## src/rtl/nand_bus_pkg.sv

```systemverilog
package nand_bus_pkg;

    localparam int HOST_W  = 32;
    localparam int LANE_W  = 8;
    localparam int LANES   = HOST_W / LANE_W;
    localparam int LANE_IW = $clog2(LANES);
    localparam int CNT_W   = 6;

    typedef enum logic [2:0] {
        PH_IDLE,
        PH_TURN,
        PH_SETUP,
        PH_STROBE,
        PH_HOLD,
        PH_DONE
    } bus_phase_e;

    typedef struct packed {
        logic [3:0] wr_setup;
        logic [5:0] wr_strobe;
        logic [2:0] wr_hold;
        logic [3:0] rd_setup;
        logic [5:0] rd_strobe;
        logic [2:0] rd_hold;
        logic [1:0] turn;
    } bus_timing_t;

    function automatic bus_timing_t decode_timing(input logic [31:0] w);
        bus_timing_t t;
        t.wr_setup  = w[29:26];
        t.wr_strobe = w[25:20];
        t.wr_hold   = w[19:17];
        t.rd_setup  = w[16:13];
        t.rd_strobe = w[12:7];
        t.rd_hold   = w[6:4];
        t.turn      = w[3:2];
        return t;
    endfunction

    function automatic logic [LANE_IW-1:0] last_lane(input logic [1:0] sz);
        case (sz)
            2'd0:    return LANE_IW'(0);
            2'd1:    return LANE_IW'(1);
            default: return LANE_IW'(LANES - 1);
        endcase
    endfunction

    function automatic logic [CNT_W-1:0] phase_len(input bus_timing_t t,
                                                   input bus_phase_e ph,
                                                   input logic wr);
        case (ph)
            PH_TURN:   return {4'b0, t.turn};
            PH_SETUP:  return wr ? {2'b0, t.wr_setup} : {2'b0, t.rd_setup};
            PH_STROBE: return wr ? t.wr_strobe : t.rd_strobe;
            PH_HOLD:   return wr ? {3'b0, t.wr_hold} : {3'b0, t.rd_hold};
            default:   return '0;
        endcase
    endfunction

endpackage

```

## src/rtl/nand_ready_sync.sv

```systemverilog
module nand_ready_sync #(
    parameter int STAGES = 2
) (
    input  logic clk,
    input  logic rst,
    input  logic async_in,
    output logic sync_out
);
    logic [STAGES-1:0] stage_q;

    always_ff @(posedge clk) begin
        if (rst) stage_q <= '0;
        else     stage_q <= {stage_q[STAGES-2:0], async_in};
    end

    assign sync_out = stage_q[STAGES-1];
endmodule

```

## src/rtl/nand_phase_timer.sv

```systemverilog
module nand_phase_timer #(
    parameter int CNT_W = 6
) (
    input  logic             clk,
    input  logic             rst,
    input  logic             load,
    input  logic [CNT_W-1:0] load_val,
    output logic             expired
);
    logic [CNT_W-1:0] cnt_q;

    always_ff @(posedge clk) begin
        if (rst)                cnt_q <= '0;
        else if (load)          cnt_q <= load_val;
        else if (cnt_q != '0)   cnt_q <= cnt_q - 1'b1;
    end

    assign expired = (cnt_q == '0);
endmodule

```

## src/rtl/nand_byte_lanes.sv

```systemverilog
module nand_byte_lanes #(
    parameter int LANES   = 4,
    parameter int LANE_W  = 8,
    parameter int LANE_IW = $clog2(LANES)
) (
    input  logic                      clk,
    input  logic                      rst,
    input  logic                      clear,
    input  logic                      capture,
    input  logic [LANE_IW-1:0]        lane_idx,
    input  logic [LANE_W-1:0]         dq_in,
    input  logic [LANES*LANE_W-1:0]   wdata,
    output logic [LANE_W-1:0]         wr_byte,
    output logic [LANES*LANE_W-1:0]   rdata
);
    always_comb begin
        wr_byte = '0;
        for (int i = 0; i < LANES; i++) begin
            if (lane_idx == LANE_IW'(i)) wr_byte = wdata[i*LANE_W +: LANE_W];
        end
    end

    for (genvar g = 0; g < LANES; g++) begin : g_lane
        logic [LANE_W-1:0] rd_q;
        always_ff @(posedge clk) begin
            if (rst || clear)                               rd_q <= '0;
            else if (capture && lane_idx == LANE_IW'(g))    rd_q <= dq_in;
        end
        assign rdata[g*LANE_W +: LANE_W] = rd_q;
    end
endmodule

```

## src/rtl/nand_async_ctrl.sv

```systemverilog
module nand_async_ctrl
    import nand_bus_pkg::*;
#(
    parameter int ADDR_W    = 16,
    parameter int ALE_BIT   = 3,
    parameter int CLE_BIT   = 4,
    parameter int CHIP2_BIT = 12
) (
    input  logic              clk,
    input  logic              rst,
    input  logic              nand_en,
    input  logic [31:0]       cfg_timing,
    input  logic              req_valid,
    input  logic              req_write,
    input  logic [1:0]        req_size,
    input  logic [ADDR_W-1:0] req_addr,
    input  logic [HOST_W-1:0] req_wdata,
    output logic              req_ack,
    output logic [HOST_W-1:0] req_rdata,
    input  logic              wait_in,
    output logic              ready,
    output logic [1:0]        nand_ce_n,
    output logic              nand_we_n,
    output logic              nand_re_n,
    output logic              nand_ale,
    output logic              nand_cle,
    output logic [LANE_W-1:0] nand_dq_o,
    output logic              nand_dq_oe,
    input  logic [LANE_W-1:0] nand_dq_i
);
    bus_phase_e         phase_q, phase_d;
    bus_timing_t        tim_q, cfg_now;
    logic               wr_q, ale_q, cle_q, chip2_q;
    logic [HOST_W-1:0]  wdata_q;
    logic [LANE_IW-1:0] idx_q, last_q;
    logic               hist_v_q, hist_wr_q;

    logic               tmr_load, tmr_expired;
    logic [CNT_W-1:0]   tmr_val;
    logic               accept, capture, step_lane, finish;
    logic               in_byte;
    logic [LANE_W-1:0]  wr_byte;

    logic unused_inputs;
    assign unused_inputs = ^{req_addr, cfg_timing[31:30], cfg_timing[1:0]};

    assign cfg_now = decode_timing(cfg_timing);

    always_comb begin
        phase_d   = phase_q;
        tmr_load  = 1'b0;
        tmr_val   = '0;
        accept    = 1'b0;
        capture   = 1'b0;
        step_lane = 1'b0;
        finish    = 1'b0;
        case (phase_q)
            PH_IDLE: begin
                if (req_valid) begin
                    accept = 1'b1;
                    if (!nand_en) begin
                        phase_d = PH_DONE;
                    end else if (hist_v_q && (hist_wr_q != req_write)) begin
                        phase_d  = PH_TURN;
                        tmr_load = 1'b1;
                        tmr_val  = phase_len(cfg_now, PH_TURN, req_write);
                    end else begin
                        phase_d  = PH_SETUP;
                        tmr_load = 1'b1;
                        tmr_val  = phase_len(cfg_now, PH_SETUP, req_write);
                    end
                end
            end
            PH_TURN: begin
                if (tmr_expired) begin
                    phase_d  = PH_SETUP;
                    tmr_load = 1'b1;
                    tmr_val  = phase_len(tim_q, PH_SETUP, wr_q);
                end
            end
            PH_SETUP: begin
                if (tmr_expired) begin
                    phase_d  = PH_STROBE;
                    tmr_load = 1'b1;
                    tmr_val  = phase_len(tim_q, PH_STROBE, wr_q);
                end
            end
            PH_STROBE: begin
                if (tmr_expired) begin
                    capture  = !wr_q;
                    phase_d  = PH_HOLD;
                    tmr_load = 1'b1;
                    tmr_val  = phase_len(tim_q, PH_HOLD, wr_q);
                end
            end
            PH_HOLD: begin
                if (tmr_expired) begin
                    if (idx_q == last_q) begin
                        phase_d = PH_DONE;
                        finish  = 1'b1;
                    end else begin
                        step_lane = 1'b1;
                        phase_d   = PH_SETUP;
                        tmr_load  = 1'b1;
                        tmr_val   = phase_len(tim_q, PH_SETUP, wr_q);
                    end
                end
            end
            PH_DONE: phase_d = PH_IDLE;
            default: phase_d = PH_IDLE;
        endcase
    end

    always_ff @(posedge clk) begin
        if (rst) begin
            phase_q   <= PH_IDLE;
            tim_q     <= '0;
            wr_q      <= 1'b0;
            ale_q     <= 1'b0;
            cle_q     <= 1'b0;
            chip2_q   <= 1'b0;
            wdata_q   <= '0;
            idx_q     <= '0;
            last_q    <= '0;
            hist_v_q  <= 1'b0;
            hist_wr_q <= 1'b0;
        end else begin
            phase_q <= phase_d;
            if (accept) begin
                tim_q   <= cfg_now;
                wr_q    <= req_write;
                cle_q   <= req_addr[CLE_BIT];
                ale_q   <= req_addr[ALE_BIT] & ~req_addr[CLE_BIT];
                chip2_q <= req_addr[CHIP2_BIT];
                wdata_q <= req_wdata;
                idx_q   <= '0;
                last_q  <= last_lane(req_size);
            end else if (step_lane) begin
                idx_q <= idx_q + 1'b1;
            end
            if (finish) begin
                hist_v_q  <= 1'b1;
                hist_wr_q <= wr_q;
            end
        end
    end

    nand_phase_timer #(.CNT_W(CNT_W)) u_timer (
        .clk      (clk),
        .rst      (rst),
        .load     (tmr_load),
        .load_val (tmr_val),
        .expired  (tmr_expired)
    );

    nand_byte_lanes #(.LANES(LANES), .LANE_W(LANE_W), .LANE_IW(LANE_IW)) u_lanes (
        .clk      (clk),
        .rst      (rst),
        .clear    (accept),
        .capture  (capture),
        .lane_idx (idx_q),
        .dq_in    (nand_dq_i),
        .wdata    (wdata_q),
        .wr_byte  (wr_byte),
        .rdata    (req_rdata)
    );

    nand_ready_sync #(.STAGES(2)) u_rdy (
        .clk      (clk),
        .rst      (rst),
        .async_in (wait_in),
        .sync_out (ready)
    );

    assign in_byte    = (phase_q == PH_SETUP) || (phase_q == PH_STROBE) || (phase_q == PH_HOLD);
    assign nand_ce_n  = !in_byte ? 2'b11 : (chip2_q ? 2'b01 : 2'b10);
    assign nand_we_n  = !((phase_q == PH_STROBE) && wr_q);
    assign nand_re_n  = !((phase_q == PH_STROBE) && !wr_q);
    assign nand_cle   = in_byte && cle_q;
    assign nand_ale   = in_byte && ale_q;
    assign nand_dq_oe = in_byte && wr_q;
    assign nand_dq_o  = nand_dq_oe ? wr_byte : '0;
    assign req_ack    = (phase_q == PH_DONE);
endmodule

```

## config.mk

```make
export PLATFORM = sky130hd
export DESIGN_NAME = nand_async_ctrl
export DESIGN_NICKNAME = d
export VERILOG_FILES = /design/src/rtl/nand_bus_pkg.sv /design/src/rtl/nand_ready_sync.sv /design/src/rtl/nand_phase_timer.sv /design/src/rtl/nand_byte_lanes.sv /design/src/rtl/nand_async_ctrl.sv
export SDC_FILE = /design/constraint.sdc
export NUM_CORES = 1
export LEC_CHECK = 0
export BUFFER_PORTS_ARGS = -buffer_cell sky130_fd_sc_hd__buf_2
export CAP_MARGIN = 20
export CORE_UTILIZATION = 52
export DETAILED_ROUTE_END_ITERATION = 8
export GPL_ROUTABILITY_DRIVEN = 0
export PLACE_DENSITY = 0.79
export SYNTH_ARGS = -nofsm -noshare
export SYNTH_HDL_FRONTEND = slang
export SYNTH_HIERARCHICAL = 1
export SYNTH_SLANG_ARGS = --single-unit
```

## constraint.sdc

```tcl
create_clock -name clk -period 3.16 [get_ports clk]
set_input_delay 0.632 -clock clk [delete_from_list [all_inputs] [get_ports clk]]
set_output_delay 0.632 -clock clk [all_outputs]
set_load 0.01 [all_outputs]
```

==> flow_metrics.py, run 1 <==
metrics = {
    "power": {
        "power_frac_comb_pct": 34.2,
        "power_density_nw_per_um2": 665.5,
        "intPower_mw": 2.544,
        "p_clk_share_pct": 21.9,
        "vdd.ir_drop.worst_mv": 0.4558,
        "p_sw_mw": 1.483,
        "power_frac_seq_pct": 43.9,
        "cellLeakagePower_nw": 2.609,
        "swShare_pct": 36.83,
    },
    "critical_path": {
        "setup.worst_path.class": "flop to flop",
        "cp.arrival_ns": 3.16,
        "path_cells": "inv_1, ha_1, nand2b_1, nor2_4, and4bb_2, o21ai_0, o21ai_0, buf_2, or3_1, o221ai_1",
        "path_buf_inv": 2,
        "cp_max_fo": 15,
        "critPathTopFamily": "simple AND/OR/NAND/NOR gates",
        "cp_common_cell": "o21ai_0",
        "critPathRequiredTime_ns": 3.44,
        "cpMaxStageDelayCell": "dfxtp_1",
        "startpoint_type": "flop",
        "critPathCaptureType": "flop",
        "crit_path_max_incr_delay_ns": 0.44,
    },
    "finish": {
        "final_cell_mix": "nand2_1 (134), buf_2 (127), dfxtp_1 (111)",
        "layout_commonest_cell": "nand2_1",
        "drive_above_1_share_pct": 31.56,
        "fin_util_pct": 64.28,
        "syn_to_final_growth_pct": 17.37,
        "diodes": 0,
        "nNetsFinal": 771,
        "final_area_um2": 6052,
    },
    "global_route": {
        "antenna_found_initial": 0,
        "grt_pass1_wl_mm": 19.04,
        "grt_max_degree": 127,
        "track_usage_pct": 23.39,
        "grt_overflow": 0,
        "grt_pass1_vias": 3908,
    },
    "synthesis": {
        "synth_top_family_by_area": "simple AND/OR/NAND/NOR gates",
        "synth_top_area_share_pct": 43.10,
        "yosys.area_share.simple_pct": 25.92,
        "synth_top_cell_by_area": "dfxtp_1",
        "post_synth_num_cell_types": 59,
        "async_flop_share_pct": 0,
        "synth_mux_area_share_pct": 13.59,
        "synth_fa_ha_area_share_pct": 0.4853,
        "yosys_warnings": 6,
        "synthCells": 572,
        "synth_compound_area_share_pct": 11.09,
        "synth_area_um2": 5156,
        "synth_edf_count": 0,
        "ys_top_cells_by_area": "dfxtp_1 (43%), nand2_1 (9.8%), mux2i_1 (8.3%)",
        "synth_ff_type": "dfxtp_1",
        "synth.yosys.seq_area_share_pct": 43.10,
        "syn-num-nets": 670,
        "synth.avg_cell_area_um2": 9.014,
        "synth_xor_xnor_area_share_pct": 1.359,
        "synth_seq_cells": 111,
    },
    "sta": {
        "setup_tns_ns": 0,
        "fin_ws_ns": 0.2779,
        "maxSlewHeadroom_pct": 51.17,
        "finalSetupViolations": 0,
        "whs_ns": 0.4479,
        "rsz0062_at_grt": "false",
        "tightestPinTransition_ns": 0.7248,
        "fmax_mhz": 347.0,
        "finalHoldViolations": 0,
        "fin_crit_ns": 2.882,
        "finalMaxSlewViolations": 0,
        "fin_worst_skew_ns": 0.02166,
        "fin_crit_sh_pct": 91.21,
    },
    "drt": {
        "wl_per_cell_um": 14.85,
        "firstDrtPassIters": 5,
        "drc": 0,
        "wirelength_mm": 11.99,
        "vias": 4396,
        "ant_nets": 0,
        "drt_iter0_drc": 199,
        "viasPerCell": 5.447,
    },
    "floorplanning": {
        "core_um2": 9415,
        "rows": 35,
        "io_pins": 145,
        "dieArea_um2": 10320,
        "die_y_um": 101.6,
        "die_w_um": 101.6,
        "initial_core_util_pct": 54.76,
    },
    "clock_tree": {
        "cts.sinks": 111,
        "cts_tree": "built",
        "cts_hold_buf": 0,
        "post_cts_buffers": 0,
        "cts-root-buf": "clkbuf_8",
        "cts_buffers": 9,
        "htreeDepth": 3,
        "clockBufferDepth": 2,
        "cts_resized": 0,
        "worstSkewPairLatency_ns": 0.38,
        "clk_pin_slew_worst_paths_ns": 0.10,
    },
    "place": {
        "dpl-instance-area_um2": 5804,
        "dp_slack_ns": 0.4126,
        "io_buffers": 127,
        "dp_hpwl_mm": 7.996,
    },
    "worst_hold_path": {
        "hp-class": "flop to flop",
    },
    "outcome": {
        "status": "completed",
    },
    "job": {
        "cap_violations": 0,
    },
}
## metal layers
metal	track usage, %	routed length (µm)
met1	31.45	5418
met2	37.89	5835
met3	4.417	616
met4	7.692	114
met5	0	0
## through the flow
| step | power (mW) | std cells |
|---|---|---|
| after floorplan | 2.836 | 572 |
| after global placement | 3.073 | 788 |
| after detailed placement | 3.139 | 789 |
| after CTS | 4.006 | 805 |
| after global routing | 4.287 | 807 |
| final | 4.027 | 807 |
## power by group through the flow
stage / Sequential [mW] / Clock [mW] / Combinational, mW
after floorplan: 1.73 / 0 / 1.10
after global placement: 1.78 / 0 / 1.29
after detailed placement: 1.79 / 0 / 1.34
after CTS: 1.76 / 0.893 / 1.35
after global routing: 1.79 / 0.958 / 1.54
final: 1.77 / 0.883 / 1.38
## synth_stat cells (2+ instances only)
| master | instances |
|---|---|
| nand3b_1 | 5 |
| or3b_2 | 32 |
| buf_1 | 5 |
| o221ai_1 | 4 |
| mux2i_1 | 43 |
| xnor2_1 | 3 |
| buf_6 | 2 |
| ha_1 | 2 |
| or3_4 | 2 |
| nand2b_1 | 2 |
| nand2_1 | 135 |
| nor2b_1 | 11 |
| or3b_1 | 10 |
| mux4_2 | 11 |
| buf_2 | 12 |
| inv_1 | 4 |
| a21oi_1 | 69 |
| nand3_1 | 8 |
| o21ai_0 | 2 |
| clkbuf_1 | 26 |
| nor2_1 | 10 |
| dfxtp_1 | 111 |
| nor3_1 | 6 |
| mux2_2 | 2 |
| nor3b_1 | 3 |
| or3_1 | 2 |
| o211ai_1 | 4 |
| and2_1 | 9 |
| xor2_1 | 5 |
| o22ai_1 | 3 |
## cells by family after synthesis
group / after synthesis
buf+inv: 52
fa+ha+maj: 2
mux: 56
flops: 111
simple gates: 248
compound gates: 95
xor+xnor: 8
## layout make-up
class | instances | area [µm²]
tap | 129 | 161.4
sequential | 111 | 2222
clock buffer | 10 | 127.6
multi-input combinational | 409 | 2706
fill | 795 | 3363
inverter | 5 | 18.77
clock inverter | 6 | 72.57
timing repair buffer | 137 | 743.2
## path summary, 6_finish.rpt
kind	from	endpoint	slack (ns)	cells after the start
worst max-delay path	u_timer/cnt_q[0]	u_timer/cnt_q[1]	0.28	10
worst min-delay path	u_rdy/stage_q[0]	u_rdy/stage_q[1]	0.45	1
worst max register to register	u_timer/cnt_q[0]	u_timer/cnt_q[1]	0.28	10
worst min register to register	u_rdy/stage_q[0]	u_rdy/stage_q[1]	0.45	1
## flip-flops by register name (all words and copies together), names as in the netlist, 2 cells and up
name / flops
u_lanes/g_lane.rd_q: 32
last_q: 2
wdata_q: 32
u_timer/cnt_q: 6
phase_q: 3
tim_q: 26
u_rdy/stage_q: 2
idx_q: 2
(Power assumes the default switching activity.)
==> run 2, diff against run 1 <==
--- a/config.mk
+++ b/config.mk
@@ -11,6 +11,7 @@
 export DETAILED_ROUTE_END_ITERATION = 8
 export GPL_ROUTABILITY_DRIVEN = 0
 export PLACE_DENSITY = 0.79
+export RECOVER_POWER = 50
 export SYNTH_ARGS = -nofsm -noshare
 export SYNTH_HDL_FRONTEND = slang
 export SYNTH_HIERARCHICAL = 1
==> flow_metrics.py, run 2 (synthesis results as in run 1) <==
metrics = {
    "clock_tree": {
        "cts_resized": 0,
        "cts_tree": "built",
        "clockBufferDepth": 2,
        "cts_buffers": 9,
        "cts-root-buf": "clkbuf_8",
        "clk_pin_slew_worst_paths_ns": 0.10,
        "cts.sinks": 111,
        "htreeDepth": 3,
        "post_cts_buffers": 0,
        "worstSkewPairLatency_ns": 0.38,
        "cts_hold_buf": 0,
    },
    "place": {
        "dpl-instance-area_um2": 5804,
        "dp_hpwl_mm": 7.996,
        "dp.cells": 789,
        "io_buffers": 127,
    },
    "critical_path": {
        "r2r-end": "u_timer/cnt_q[1]",
        "reg2reg_from": "u_timer/cnt_q[0]",
        "r2r_setup_slack_ns": 0.28,
        "cp.arrival_ns": 3.16,
        "cp_max_fo": 15,
        "startpoint_type": "flop",
        "critPathCaptureType": "flop",
        "ff2ff_path_depth": 10,
        "critPathRequiredTime_ns": 3.44,
        "setup.worst_path.class": "flop to flop",
    },
    "sta": {
        "fin_crit_ns": 2.885,
        "finalSetupViolations": 0,
        "fin_worst_skew_ns": 0.01968,
        "fin_crit_sh_pct": 91.29,
        "rsz0062_at_grt": "false",
        "tightestPinTransition_ns": 2.114,
        "finalMaxSlewViolations": 47,
        "setup_tns_ns": 0,
        "fmax_mhz": 346.7,
        "maxSlewHeadroom_pct": -40.95,
        "finalHoldViolations": 0,
    },
    "floorplanning": {
        "die_y_um": 101.6,
        "io_pins": 145,
        "rows": 35,
        "die_w_um": 101.6,
        "dieArea_um2": 10320,
        "initial_core_util_pct": 54.76,
        "core_um2": 9415,
    },
    "finish": {
        "diodes": 0,
        "nNetsFinal": 771,
        "drive_above_1_share_pct": 26.25,
        "fin_cells": 807,
        "reg_top3": "u_lanes/g_lane.rd_q (32), wdata_q (32), tim_q (26)",
        "final_area_um2": 5998,
        "syn_to_final_growth_pct": 16.33,
        "final_cell_mix": "nand2_1 (134), dfxtp_1 (111), buf_2 (93)",
        "fin_util_pct": 63.71,
        "layout_commonest_cell": "nand2_1",
    },
    "job": {
        "cap_violations": 1,
    },
    "drt": {
        "firstDrtPassIters": 4,
        "viasPerCell": 5.481,
        "ant_nets": 0,
        "drt_iter0_drc": 238,
        "vias": 4423,
        "wirelength_mm": 11.99,
        "drc": 0,
        "wl_per_cell_um": 14.86,
    },
    "power": {
        "cellLeakagePower_nw": 2.450,
        "power_density_nw_per_um2": 670.9,
        "vdd.ir_drop.worst_mv": 0.4558,
    },
    "worst_hold_path": {
        "hp-start": "u_rdy/stage_q[0]",
        "min_path_cells": 1,
        "hp-class": "flop to flop",
        "whs_endpoint": "u_rdy/stage_q[1]",
    },
    "outcome": {
        "status": "finished with violations",
        "violations": "max-capacitance violations, max-slew violations",
    },
    "global_route": {
        "grt_max_degree": 127,
        "track_usage_pct": 23.39,
        "grt_overflow": 0,
        "grt_pass1_wl_mm": 19.04,
        "grt_pass1_vias": 3908,
        "antenna_found_initial": 0,
    },
}
run 2: changes by cell type in the layout (fill, tap and decap cells not counted):
cell / before / now
buf_2: 127 / 93
buf_4: 8 / 7
clkbuf_1: 1 / 36
o41ai_2: 1 / 0
o41ai_1: 0 / 1
run 2: metrics by stage:
stage	hold WS [ns]	worst slack, ns	total power [mW]
after global placement	0.4184	0.4454	3.073
after detailed placement	0.4297	0.4126	3.139
after floorplan	0.4138	0.8571	2.836
after global routing	0.4592	0.1226	4.280
final	0.4500	0.2754	4.025
after CTS	0.4543	0.3128	4.006
run 2: worst max path at each step:
stage                           from                to  depth (start not counted)
CTS                       phase_q[1]      nand_dq_o[7]                          5
detailed placement  u_timer/cnt_q[0]  u_timer/cnt_q[1]                         10
global placement    u_timer/cnt_q[2]  u_timer/cnt_q[1]                          8
floorplan           u_timer/cnt_q[2]  u_timer/cnt_q[0]                         10
finish              u_timer/cnt_q[0]  u_timer/cnt_q[1]                         10
global route        u_timer/cnt_q[0]  u_timer/cnt_q[1]                         10
run 2: power breakdown:
part | internal, mW | switching (mW)
Clock | 0.381 | 0.501
Sequential | 1.60 | 0.163
Combinational | 0.555 | 0.818
Total | 2.54 | 1.48
run 2: metal layers:
layer	wire (µm)	vias up	GRT usage, %
met5	0	-	0
met1	5492	2091	31.45
met4	167	0	7.692
li1	-	2183	-
met3	555	14	4.417
met2	5772	135	37.89
run 2: cell type report:
class	instances	area, µm²
tap	129	161.4
clock inverter	6	72.57
fill	823	3417
clock buffer	10	127.6
multi-input combinational	409	2699
sequential	111	2222
timing repair buffer	137	696.9
inverter	5	18.77
run 2: worst max-delay path, stage by stage, from the launching register on:
cell and delay (ns):
dfxtp_1 0.44, inv_1 0.10, ha_1 0.24, nand2b_1 0.14, nor2_4 0.10, and4bb_2 0.26, o21ai_0 0.22, o21ai_0 0.43
buf_2 0.28, or3_1 0.39, o221ai_1 0.20
